### src/rtl/intc_dual.sv
module intc_dual #(
  parameter int NPER = 24,
  parameter int AW = 9
) (
  input  logic            clk,
  input  logic            rst_n,
  input  logic [NPER-1:0] per_irq_i,
  input  logic [AW-1:0]   addr_i,
  input  logic            wr_i,
  input  logic [31:0]     wdata_i,
  output logic [31:0]     rdata_o,
  output logic            irq_o,
  output logic            fiq_o
);
  localparam logic [31:0] SRC_MASK = {{(30-NPER){1'b0}}, {(NPER+1){1'b1}}, 1'b0};
  localparam logic [7:0] OFS_STA = 8'h00, OFS_RAW = 8'h04, OFS_SET = 8'h08,
                         OFS_CLR = 8'h0C, OFS_SWI = 8'h10;

  logic        swi_q;
  logic [31:0] irq_en_q, fiq_en_q;
  logic [31:0] raw, irq_sta, fiq_sta, fiq_hit;
  logic        fbank;
  logic [7:0]  ofs;

  assign fbank = addr_i[8];
  assign ofs   = addr_i[7:0];

  assign raw     = {{(30-NPER){1'b0}}, per_irq_i, swi_q, 1'b0};
  assign irq_sta = raw & irq_en_q;
  assign fiq_hit = raw & fiq_en_q;
  assign fiq_sta = {fiq_hit[31:1], |fiq_hit};

  always_ff @(posedge clk) begin
    if (!rst_n) begin
      swi_q    <= 1'b0;
      irq_en_q <= '0;
      fiq_en_q <= '0;
      irq_o    <= 1'b0;
      fiq_o    <= 1'b0;
    end else begin
      irq_o <= |irq_sta;
      fiq_o <= |fiq_sta;
      if (wr_i) begin
        if (!fbank && ofs == OFS_SWI) swi_q <= wdata_i[1];
        if (!fbank && ofs == OFS_SET) irq_en_q <= irq_en_q | (wdata_i & SRC_MASK);
        if (!fbank && ofs == OFS_CLR) irq_en_q <= irq_en_q & ~wdata_i;
        if ( fbank && ofs == OFS_SET) fiq_en_q <= fiq_en_q | (wdata_i & SRC_MASK);
        if ( fbank && ofs == OFS_CLR) fiq_en_q <= fiq_en_q & ~wdata_i;
      end
    end
  end

  always_comb begin
    rdata_o = '0;
    unique case (ofs)
      OFS_STA: rdata_o = fbank ? fiq_sta : irq_sta;
      OFS_RAW: rdata_o = raw;
      OFS_SET: rdata_o = fbank ? fiq_en_q : irq_en_q;
      OFS_SWI: rdata_o = fbank ? 32'h0 : {30'h0, swi_q, 1'b0};
      default: rdata_o = '0;
    endcase
  end
endmodule

### config.mk
export PLATFORM = sky130hd
export DESIGN_NAME = intc_dual
export DESIGN_NICKNAME = d
export VERILOG_FILES = /design/src/rtl/intc_dual.sv
export SDC_FILE = /design/constraint.sdc
export NUM_CORES = 1
export LEC_CHECK = 0
export ABC_AREA = 1
export BUFFER_PORTS_ARGS = -buffer_cell sky130_fd_sc_hd__buf_2
export CAP_MARGIN = 20
export CORE_MARGIN = 5
export CORE_UTILIZATION = 50
export CTS_BUF_LIST = sky130_fd_sc_hd__clkbuf_16
export CTS_CLUSTER_DIAMETER = 100
export DETAILED_ROUTE_END_ITERATION = 10
export PLACE_DENSITY = 0.87
export SYNTH_ARGS = -nofsm -noshare
export SYNTH_HDL_FRONTEND = slang
export SYNTH_SLANG_ARGS = --single-unit
### constraint.sdc
create_clock -name clk -period 1.7 [get_ports clk]
set_clock_uncertainty 0.1 [all_clocks]
set_input_delay 0.34 -clock clk [delete_from_list [all_inputs] [get_ports clk]]
set_output_delay 0.34 -clock clk [all_outputs]
set_load 0.02 [all_outputs]
# After elaboration in Yosys (flattened, before gate mapping)
# Index checks and enable logic that the tools add are counted.
# totals
ff_bits,67
in_bits,68
output_inout_bits,34
wordCells,38
# op_classes
eq_ne,4
n_mux,8
bitwise_logic,7
reduce_logical,14
# op_table
op,n
$mux 32,6
$pmux 32 s4,1
$and 26x32->32,2
$and 32x32->32,2
$or 32x26->32,2
$reduce_or 32->1,2
$not 32->32,1
$eq 8x4->1 const B,2
$eq 8x3->1 const B,1
$eq 8x5->1 const B,1
$logic_not 8->1,1
$reduce_and 2->1,3
$logic_and 1x1->1,5
$reduce_bool 2->1,2
$mux 2,1
$logic_not 1->1,1

# Depth between registers and ports, before layout
# Gate-level depths: netlist of run 1.
# depth
ltp_word,4
depth_mapped,10
depth_no_buf,8

# Least setup slack after synthesis of run 1
# Ideal clock, no wire load.
# synth_path
kind,input to output
from,in addr_i[5]
to,out rdata_o[19]
t_arrival_ns,1.320
t_required_ns,1.260
setup_slack_ns,-0.060
path_stages,9
path_buffers,2
path_cell_list,inv_1 -> nand2_1 -> nor2_4 -> nand2_1 -> nor2_2 -> buf_4 -> buf_6 -> nand2_1 -> nand4_1
# synth_via
elab_chain_cells,2
elab_cells_between_ends,5
classes_between,eq/ne: 3; mux: 1; reduce/logical: 1
# synth_lines
item,line_no,text
start: declaration,8,"input logic [AW-1:0] addr_i,"
$eq 8x5->1 (tied with other cells),55,unique case (ofs)
$pmux 32 s4 (*),55,
end: declaration,11,"output logic [31:0] rdata_o,"
# Mark *: on every way between the ends. The rest lies on a longest branch, timed or not.

==> results of run 1 <==
==> cell families after synthesis <==
| group | synth area share |
|---|---|
| buf+inv | 0.131 |
| simple gates | 0.453 |
| compound gates | 0.107 |
| flops | 0.309 |
==> cell type report <==
cell class	instances	area, um^2
fill	634	2420
tap	108	135
sequential	67	1350
clock inverter	7	82.6
multi-input combinational	535	2610
timing repair buffer	173	1450
clock buffer	9	225
inverter	82	325
==> worst min-delay path by stage <==
| stage | endpoint | start | depth (start not counted) | slack (ps) |
|---|---|---|---|---|
| 3_5_place_dp | register | register | 2 | 350 |
| 3_3_place_gp | fiq_en_q[0]$_SDFFE_PN0P_ | fiq_en_q[0]$_SDFFE_PN0P_ | 2 | 340 |
| 6_report | irq_en_q[31]$_SDFFE_PN0P_ | wdata_i[31] | 4 | 170 |
| 4_1_cts | irq_en_q[31]$_SDFFE_PN0P_ | wdata_i[31] | 4 | 170 |
| 5_1_grt | register | wdata_i[11] | 3 | 200 |
| 2_1_floorplan | irq_en_q[0]$_SDFFE_PN0P_ | irq_en_q[0]$_SDFFE_PN0P_ | 2 | 330 |
==> per-layer routing <==
metal  vias up  global-route usage  share of wire
li1       2651                   -              -
met3        84              0.0590           0.11
met1      2521               0.354           0.37
met5         -                   0              0
met2       411               0.505           0.48
met4         0               0.131          0.048
==> cell usage after synthesis (2+ instances only) <==
cell / number / area, um^2
a21oi_1: 55 / 275
a22o_1: 6 / 52.6
buf_2: 18 / 90.1
buf_4: 2 / 15.0
buf_6: 9 / 101
clkbuf_1: 15 / 56.3
dfxtp_1: 67 / 1340
inv_1: 81 / 304
nand2_1: 217 / 815
nand2_2: 2 / 12.5
nand3_1: 139 / 696
nand4_1: 28 / 175
nor2_1: 50 / 188
nor2_2: 4 / 25.0
nor2_4: 2 / 22.5
nor3_1: 3 / 15.0
o21ai_0: 25 / 125
o21ai_1: 2 / 10.0
==> metrics by stage <==
stage	total power (W)	utilization	setup WS [ps]	hold slack (ps)
global route	0.00404	0.718	-363	201
finish	0.00395	0.718	-292	170
global placement	0.00197	0.618	-263	342
floorplan	0.00174	-	1.35	332
CTS	0.00392	0.704	-264	172
detailed placement	0.00198	0.618	-285	346
==> worst max-delay path, stage by stage (launching register included) <==
cell and delay [ps]:
dfxtp_2 330, nand2_2 70, nand2_1 50, nor2_1 100, nand3b_1 140, nor2_2 150, nand2_1 90, nand2_2 90
nand2_2 60, buf_6 130
==> timing repair <==
action	in CTS	in global routing
hold endpoints to repair	0	0
pin swaps	32	19
endpoints found under the setup margin	32	32
buffers inserted	7	0
gates cloned	4	0
resized for setup	126	45
==> layout by cell type (no fill, tap or decap), drive strengths merged <==
cell type  instances
a22o               6
clkinv             5
nand2            219
a21oi             55
buf              173
nand4             28
nand3b             1
nor3               3
nand3            140
bufinv             2
o21ai             27
clkbuf             9
dfxtp             67
nor2              56
inv               82
==> power breakdown <==
part | total [W] | switching [W] | leakage, nW | internal (W)
sequential | 0.00157 | 0.00000162 | 0.541 | 0.00157
combinational | 0.000422 | 0.000252 | 2.08 | 0.000170
clock | 0.00195 | 0.000687 | 0.154 | 0.00126
==> metrics.txt, run 1 <==
CTS Hold Bufs=0; Vias per Instance=5.78; GR Util All Layers=0.294; Ys Warns=0; ant diodes=0; dpl cells=955; critical path type=register to primary output; Post-DRT Antenna Nets=0; CP required=1260 ps; post-route cell area=6170 um^2; P_leak=2.77 nW; final setup fails=32; Nets=936; Syn Area/Cell=5.96 um^2; Rel. slew slack=0.740; number of detailed-route iterations in the first pass=6; first-pass GRT wire length=24.7 mm; Worst Setup End Kind=primary output; Die Width=103 um; part of the Yosys area used for sequential elements=0.309; Non-Filler Instances=981; die area=10600 um^2; Critical R2R Capture=irq_o$_SDFF_PN0_; DR vias=5667; CTS tree=done; CTS Buf Count=9; Top FF cell, synth=dfxtp_1; Pwr per Cell Area=640 nW/um^2; # DRC=0; H-tree levels=3; final worst slack=-292 ps; Reg2Reg Depth=6; number of flops mapped to enable cells by yosys=0; minimum clock period=1990 ps; maximum clock path buffer count=2; violated checks=negative setup slack; Worst EP arrival=1550 ps; Hold Crit Class=input port to register; final period utilization=1.17; CTS root buf=clkbuf_16; Seq cells post-synth=67; DP Area=5310 um^2; initial DRC count=583; Critical Path End=rdata_o[0]; initial core utilization=0.505; Yosys cell types=21; clock tree sinks=67; Die Height=103 um; RSZ-0062 raised after global routing=yes; Routed WL=16.0 mm; initial antenna violation count=0; Highest Clock Rate=502 MHz; cell area after synthesis=4340 um^2; max cap viols=0; Worst-Margin Slew=387 ps; # rows=34; Critical Path Start Type=register; boundary pin count=102; worst-skew pair later-pin latency=330 ps; largest net degree at the start of global routing=37; Post-Syn Instances=728; Final Hold Viols=0; vias in the first global route=5300; syn nets=796; port bufs=101; layout cells sized above 1=0.297; FF-to-FF setup slack=370 ps; area grow syn2layout=42.1%; Final Max Tran Viols=0; IR drop worst, VDD=465 uV; post-route setup TNS=-7220 ps; total grt overflow=0; core area=8590 um^2; post-DR wirelength/cell=16.3 um; asr flop ratio synth=0; CP Max Fanout=3; GPL Wtd Cong=0.857; DP HPWL=9.84 mm; Worst-path clk slew=60 ps; status=finished with violations
Power figures use the tool's default switching activity.
==> run 2: changes to the inputs <==
--- a/config.mk
+++ b/config.mk
@@ -8,12 +8,12 @@
 export ABC_AREA = 1
 export BUFFER_PORTS_ARGS = -buffer_cell sky130_fd_sc_hd__buf_2
 export CAP_MARGIN = 20
-export CORE_MARGIN = 5
 export CORE_UTILIZATION = 50
 export CTS_BUF_LIST = sky130_fd_sc_hd__clkbuf_16
 export CTS_CLUSTER_DIAMETER = 100
 export DETAILED_ROUTE_END_ITERATION = 10
-export PLACE_DENSITY = 0.87
+export MAX_ROUTING_LAYER = met4
+export PLACE_DENSITY = 0.74
 export SYNTH_ARGS = -nofsm -noshare
 export SYNTH_HDL_FRONTEND = slang
 export SYNTH_SLANG_ARGS = --single-unit
==> metrics.txt, run 2 (synthesis gave the netlist of run 1 again) <==
Final Hold Viols=0; CP Max Fanout=3; final period utilization=1.22; DR vias=5751; Vias per Instance=5.83; Worst-path clk slew=60 ps; ant diodes=0; Rel. slew slack=0.731; Min-Delay Startpoint=wdata_i[28]; P_leak=2.87 nW; CTS tree=done; Post-DRT Antenna Nets=0; maximum clock path buffer count=2; Seq pwr share=0.373; GR Util All Layers=0.371; Pwr per Cell Area=671 nW/um^2; CTS Hold Bufs=0; IR drop worst, VDD=589 uV; largest net degree at the start of global routing=40; Comb pwr share=0.103; die area=9060 um^2; dpl cells=958; post-DR wirelength/cell=17.0 um; RSZ-0062 raised after global routing=yes; commonest non-fill, non-tap cell in the layout=nand2_1; number of detailed-route iterations in the first pass=5; CP required=1260 ps; initial antenna violation count=0; clock share of power=0.524; Nets=944; critical path, cell by cell=nand2_2, nand2_2, nor2_1, nand3_1, nor2_2, nand2_1, nand2_2, nand2_1, buf_6; Worst Hold Margin=167 ps; Critical Path Start Type=register; initial DRC count=542; # fillers=626; Psw=0.00103 W; Final Core Density=0.757; # rows=33; boundary pin count=102; Highest Clock Rate=483 MHz; Sw Share=0.244; max cap viols=0; final setup fails=32; Non-Filler Instances=986; final worst slack=-371 ps; minimum clock period=2070 ps; vias in the first global route=5225; Hold Crit Class=input port to register; cell mode on critical path=nand2_2; layout cells sized above 1=0.305; Final Max Tran Viols=0; port bufs=101; Worst Setup End Kind=primary output; CTS Buf Count=9; Worst EP arrival=1630 ps; Routed WL=16.7 mm; GPL Wtd Cong=0.909; worst-skew pair later-pin latency=330 ps; Worst-Margin Slew=401 ps; total grt overflow=0; cell internal pwr=0.00319 W; status=finished with violations; Die Height=95.2 um; critical path type=register to primary output; initial core utilization=0.523; Die Width=95.2 um; violated checks=negative setup slack; core area=8300 um^2; # DRC=0; slowest stage delay, CP=340 ps; Total Power=0.00422 W; first-pass GRT wire length=25.1 mm; CP max stage cell=dfxtp_2; commonest cells after routing, fill and taps aside=179 x nand2_1, 138 x nand3_1, 73 x inv_1, 66 x buf_4, 62 x buf_2; clock tree sinks=67; DP HPWL=10.4 mm; H-tree levels=3; CTS root buf=clkbuf_16; area grow syn2layout=44.8%
-- run 2: changes by cell type in the layout (fill, tap and decap cells not counted), moves of 3 or more --
cell,previous run,this run
buf_4,59,66
o21ai_2,8,1
clkinv_2,3,0
o21ai_0,10,15
nand2_1,183,179
nand2_4,6,9
-- run 2: worst max-delay path, delay by kind of cell, from the launching register on --
kind,cells,cell delay [ps]
DFF,1,340
and+or+nand+nor,8,820
buffers and inverters,1,140
-- run 2: power groups by stage --
stage / Clock [W] / Combinational [W] / Sequential, W
after floorplan: 0 / 0.000134 / 0.00161
after global placement: 0 / 0.000358 / 0.00161
after detailed placement: 0 / 0.000367 / 0.00161
after CTS: 0.00221 / 0.000394 / 0.00157
after global routing: 0.00230 / 0.000459 / 0.00157
final: 0.00221 / 0.000435 / 0.00157
-- run 2: final timing paths --
| path | to | slack, ps | depth (start not counted) |
|---|---|---|---|
| worst max-delay path | rdata_o[0] | -370 | 9 |
| worst max register to register | fiq_o$_SDFF_PN0_ | 250 | 8 |
| worst min-delay path | irq_en_q[28]$_SDFFE_PN0P_ | 170 | 4 |
| worst min register to register | fiq_en_q[30]$_SDFFE_PN0P_ | 360 | 2 |
-- run 2: layout make-up --
class | instances | area (um^2) | share of cell area
clock inverters | 7 | 124 | 0.0197
multi-input cells | 535 | 2630 | 0.418
well taps | 105 | 131 | 0.0209
clock buffers | 9 | 225 | 0.0358
flip-flops and latches | 67 | 1350 | 0.215
repair buffers | 181 | 1510 | 0.240
inverters | 82 | 320 | 0.0510
-- run 2: routing by layer --
layer	vias to the layer above	GRT usage	wire length, um
met5	-	-	0
met4	0	0.165	629
met2	383	0.619	8210
li1	2672	-	-
met1	2615	0.431	6220
met3	81	0.0710	1660
-- run 2: stage by stage --
stage	worst slack, ps	setup TNS, ps	cell area [um^2]
floorplan	1.35	0	4350
global placement	-295	-6970	5310
detailed placement	-290	-7970	5310
CTS	-239	-6000	6080
global route	-432	-10060	6280
finish	-371	-8260	6280
-- run 2: repair_timing --
item                                    4_1_cts  5_1_grt
resized for setup                           100       77
buffers inserted                              9        1
endpoints found under the setup margin       32       32
pin swaps                                    16       27
gates cloned                                  4        0
==> run 3: changes to the inputs <==
--- a/config.mk
+++ b/config.mk
@@ -9,7 +9,7 @@
 export BUFFER_PORTS_ARGS = -buffer_cell sky130_fd_sc_hd__buf_2
 export CAP_MARGIN = 20
 export CORE_UTILIZATION = 50
-export CTS_BUF_LIST = sky130_fd_sc_hd__clkbuf_16
+export CTS_BUF_LIST = sky130_fd_sc_hd__clkbuf_8 sky130_fd_sc_hd__clkbuf_16
 export CTS_CLUSTER_DIAMETER = 100
 export DETAILED_ROUTE_END_ITERATION = 10
 export MAX_ROUTING_LAYER = met4
==> metrics.txt, run 3 (synthesis gave the netlist of run 1 again) <==
status=finished with violations; violated checks=negative setup slack; core area=8300 um^2; Reg2Reg Depth=8; commonest non-fill, non-tap cell in the layout=nand2_1; final period utilization=1.22; CTS Buf Count=9; die area=9060 um^2; Sw Share=0.266; Final Hold Viols=0; DP Area=5310 um^2; maximum clock path buffer count=2; CP Max Fanout=3; Hold Crit Class=input port to register; max cap viols=0; Comb pwr share=0.117; Worst EP arrival=1630 ps; Cells on Worst Hold Path=4; clock share of power=0.460; Rel. slew slack=0.740; final worst slack=-369 ps; DR vias=5807; H-tree levels=3; post-route setup TNS=-7840 ps; final setup fails=32; P_leak=2.78 nW; IR drop worst, VDD=413 uV; commonest cells after routing, fill and taps aside=173 x nand2_1, 138 x nand3_1, 72 x inv_1, 70 x buf_4, 62 x buf_2; Post-DRT Antenna Nets=0; CP required=1260 ps; total grt overflow=0; critical path, cell by cell=nand2_2, nand2_2, nor2_2, nand3_1, nor2_2, nand2_1, nand2_2, nand2_2, buf_6; Vias per Instance=5.87; GPL Wtd Cong=0.909; CTS tree=done; layout cells sized above 1=0.328; initial core utilization=0.523; post-route cell area=6230 um^2; CTS Hold Bufs=0; post-DR wirelength/cell=16.7 um; Critical Path Stages=9; worst-skew pair later-pin latency=360 ps; minimum clock period=2070 ps; cell internal pwr=0.00273 W; number of detailed-route iterations in the first pass=5; CP delay by family, top=simple AND/OR/NAND/NOR gates; cell mode on critical path=nand2_2; area grow syn2layout=43.5%; Die Height=95.2 um; # DRC=0; Total Power=0.00372 W; RSZ-0062 raised after global routing=yes; worst path buffer plus inverter count=1; CTS root buf=clkbuf_8; Final Max Tran Viols=0; Psw=0.000990 W; CP max stage cell=dfxtp_2; vias in the first global route=5230; slowest stage delay, CP=350 ps; Pwr per Cell Area=597 nW/um^2; Nets=947; largest net degree at the start of global routing=40; Die Width=95.2 um; DP HPWL=10.4 mm; ant diodes=0; initial DRC count=562; Worst Setup End Kind=primary output; Non-Filler Instances=989; # rows=33; Worst-Margin Slew=388 ps; dpl cells=958; Highest Clock Rate=483 MHz; first-pass GRT wire length=25.1 mm; boundary pin count=102; initial antenna violation count=0; Critical Path Start Type=register; Worst-path clk slew=80 ps; Routed WL=16.5 mm; port bufs=101; critical path type=register to primary output; Seq pwr share=0.422; clock tree sinks=67; GR Util All Layers=0.371
==> run 3: cell count changes in the layout (fill, tap and decap cells not counted), moves of 5 or more <==
cell,delta
clkbuf_16,-8
clkbuf_8,+9
nand2_1,-6
nand2_2,+10
o21ai_2,+5
==> run 3: power by group through the flow <==
stage | registers (W) | clock network, W | logic (W)
2_1_floorplan | 0.00161 | 0 | 0.000134
3_3_place_gp | 0.00161 | 0 | 0.000358
3_5_place_dp | 0.00161 | 0 | 0.000367
4_1_cts | 0.00157 | 0.00170 | 0.000397
5_1_grt | 0.00157 | 0.00176 | 0.000461
6_report | 0.00157 | 0.00171 | 0.000437
==> run 3: worst paths after layout <==
check | startpoint | end | slack [ps]
setup / recovery | register | rdata_o[0] | -370
hold / removal | wdata_i[28] | irq_en_q[28]$_SDFFE_PN0P_ | 140
setup reg to reg | register | fiq_o$_SDFF_PN0_ | 240
hold reg to reg | register | register | 360
==> run 3: tightest hold or removal path: cells and delay by family <==
kind	cells	cell delay [ps]
buffers and inverters	2	120
AND/OR/NAND/NOR	2	100
==> run 3: through the flow <==
step                       util  setup WS, ps  hold slack [ps]
after floorplan               -          1.35              332
after global placement    0.640          -295              340
after detailed placement  0.640          -290              346
after CTS                 0.724          -270              137
after global routing      0.750          -436              147
final                     0.750          -369              141
==> run 3: layout make-up <==
| type | count | area, um^2 |
|---|---|---|
| repair buffers | 184 | 1520 |
| clock buffers | 9 | 124 |
| inverters | 82 | 330 |
| fillers | 651 | 2070 |
| well taps | 105 | 131 |
| flip-flops and latches | 67 | 1360 |
| multi-input cells | 535 | 2650 |
| clock inverters | 7 | 124 |
==> run 3: layer usage <==
metal | vias up | routed length (um) | GRT usage
met5 | - | 0 | -
met4 | 0 | 656 | 0.178
met3 | 81 | 1500 | 0.0510
met2 | 389 | 8020 | 0.623
met1 | 2659 | 6380 | 0.436
li1 | 2678 | - | -
==> run 3: timing repair <==
item | in CTS | in global routing
resized for setup | 120 | 73
setup buffers | 9 | 2
setup endpoints to repair | 32 | 32
gates cloned | 4 | 1
pin swaps | 20 | 27
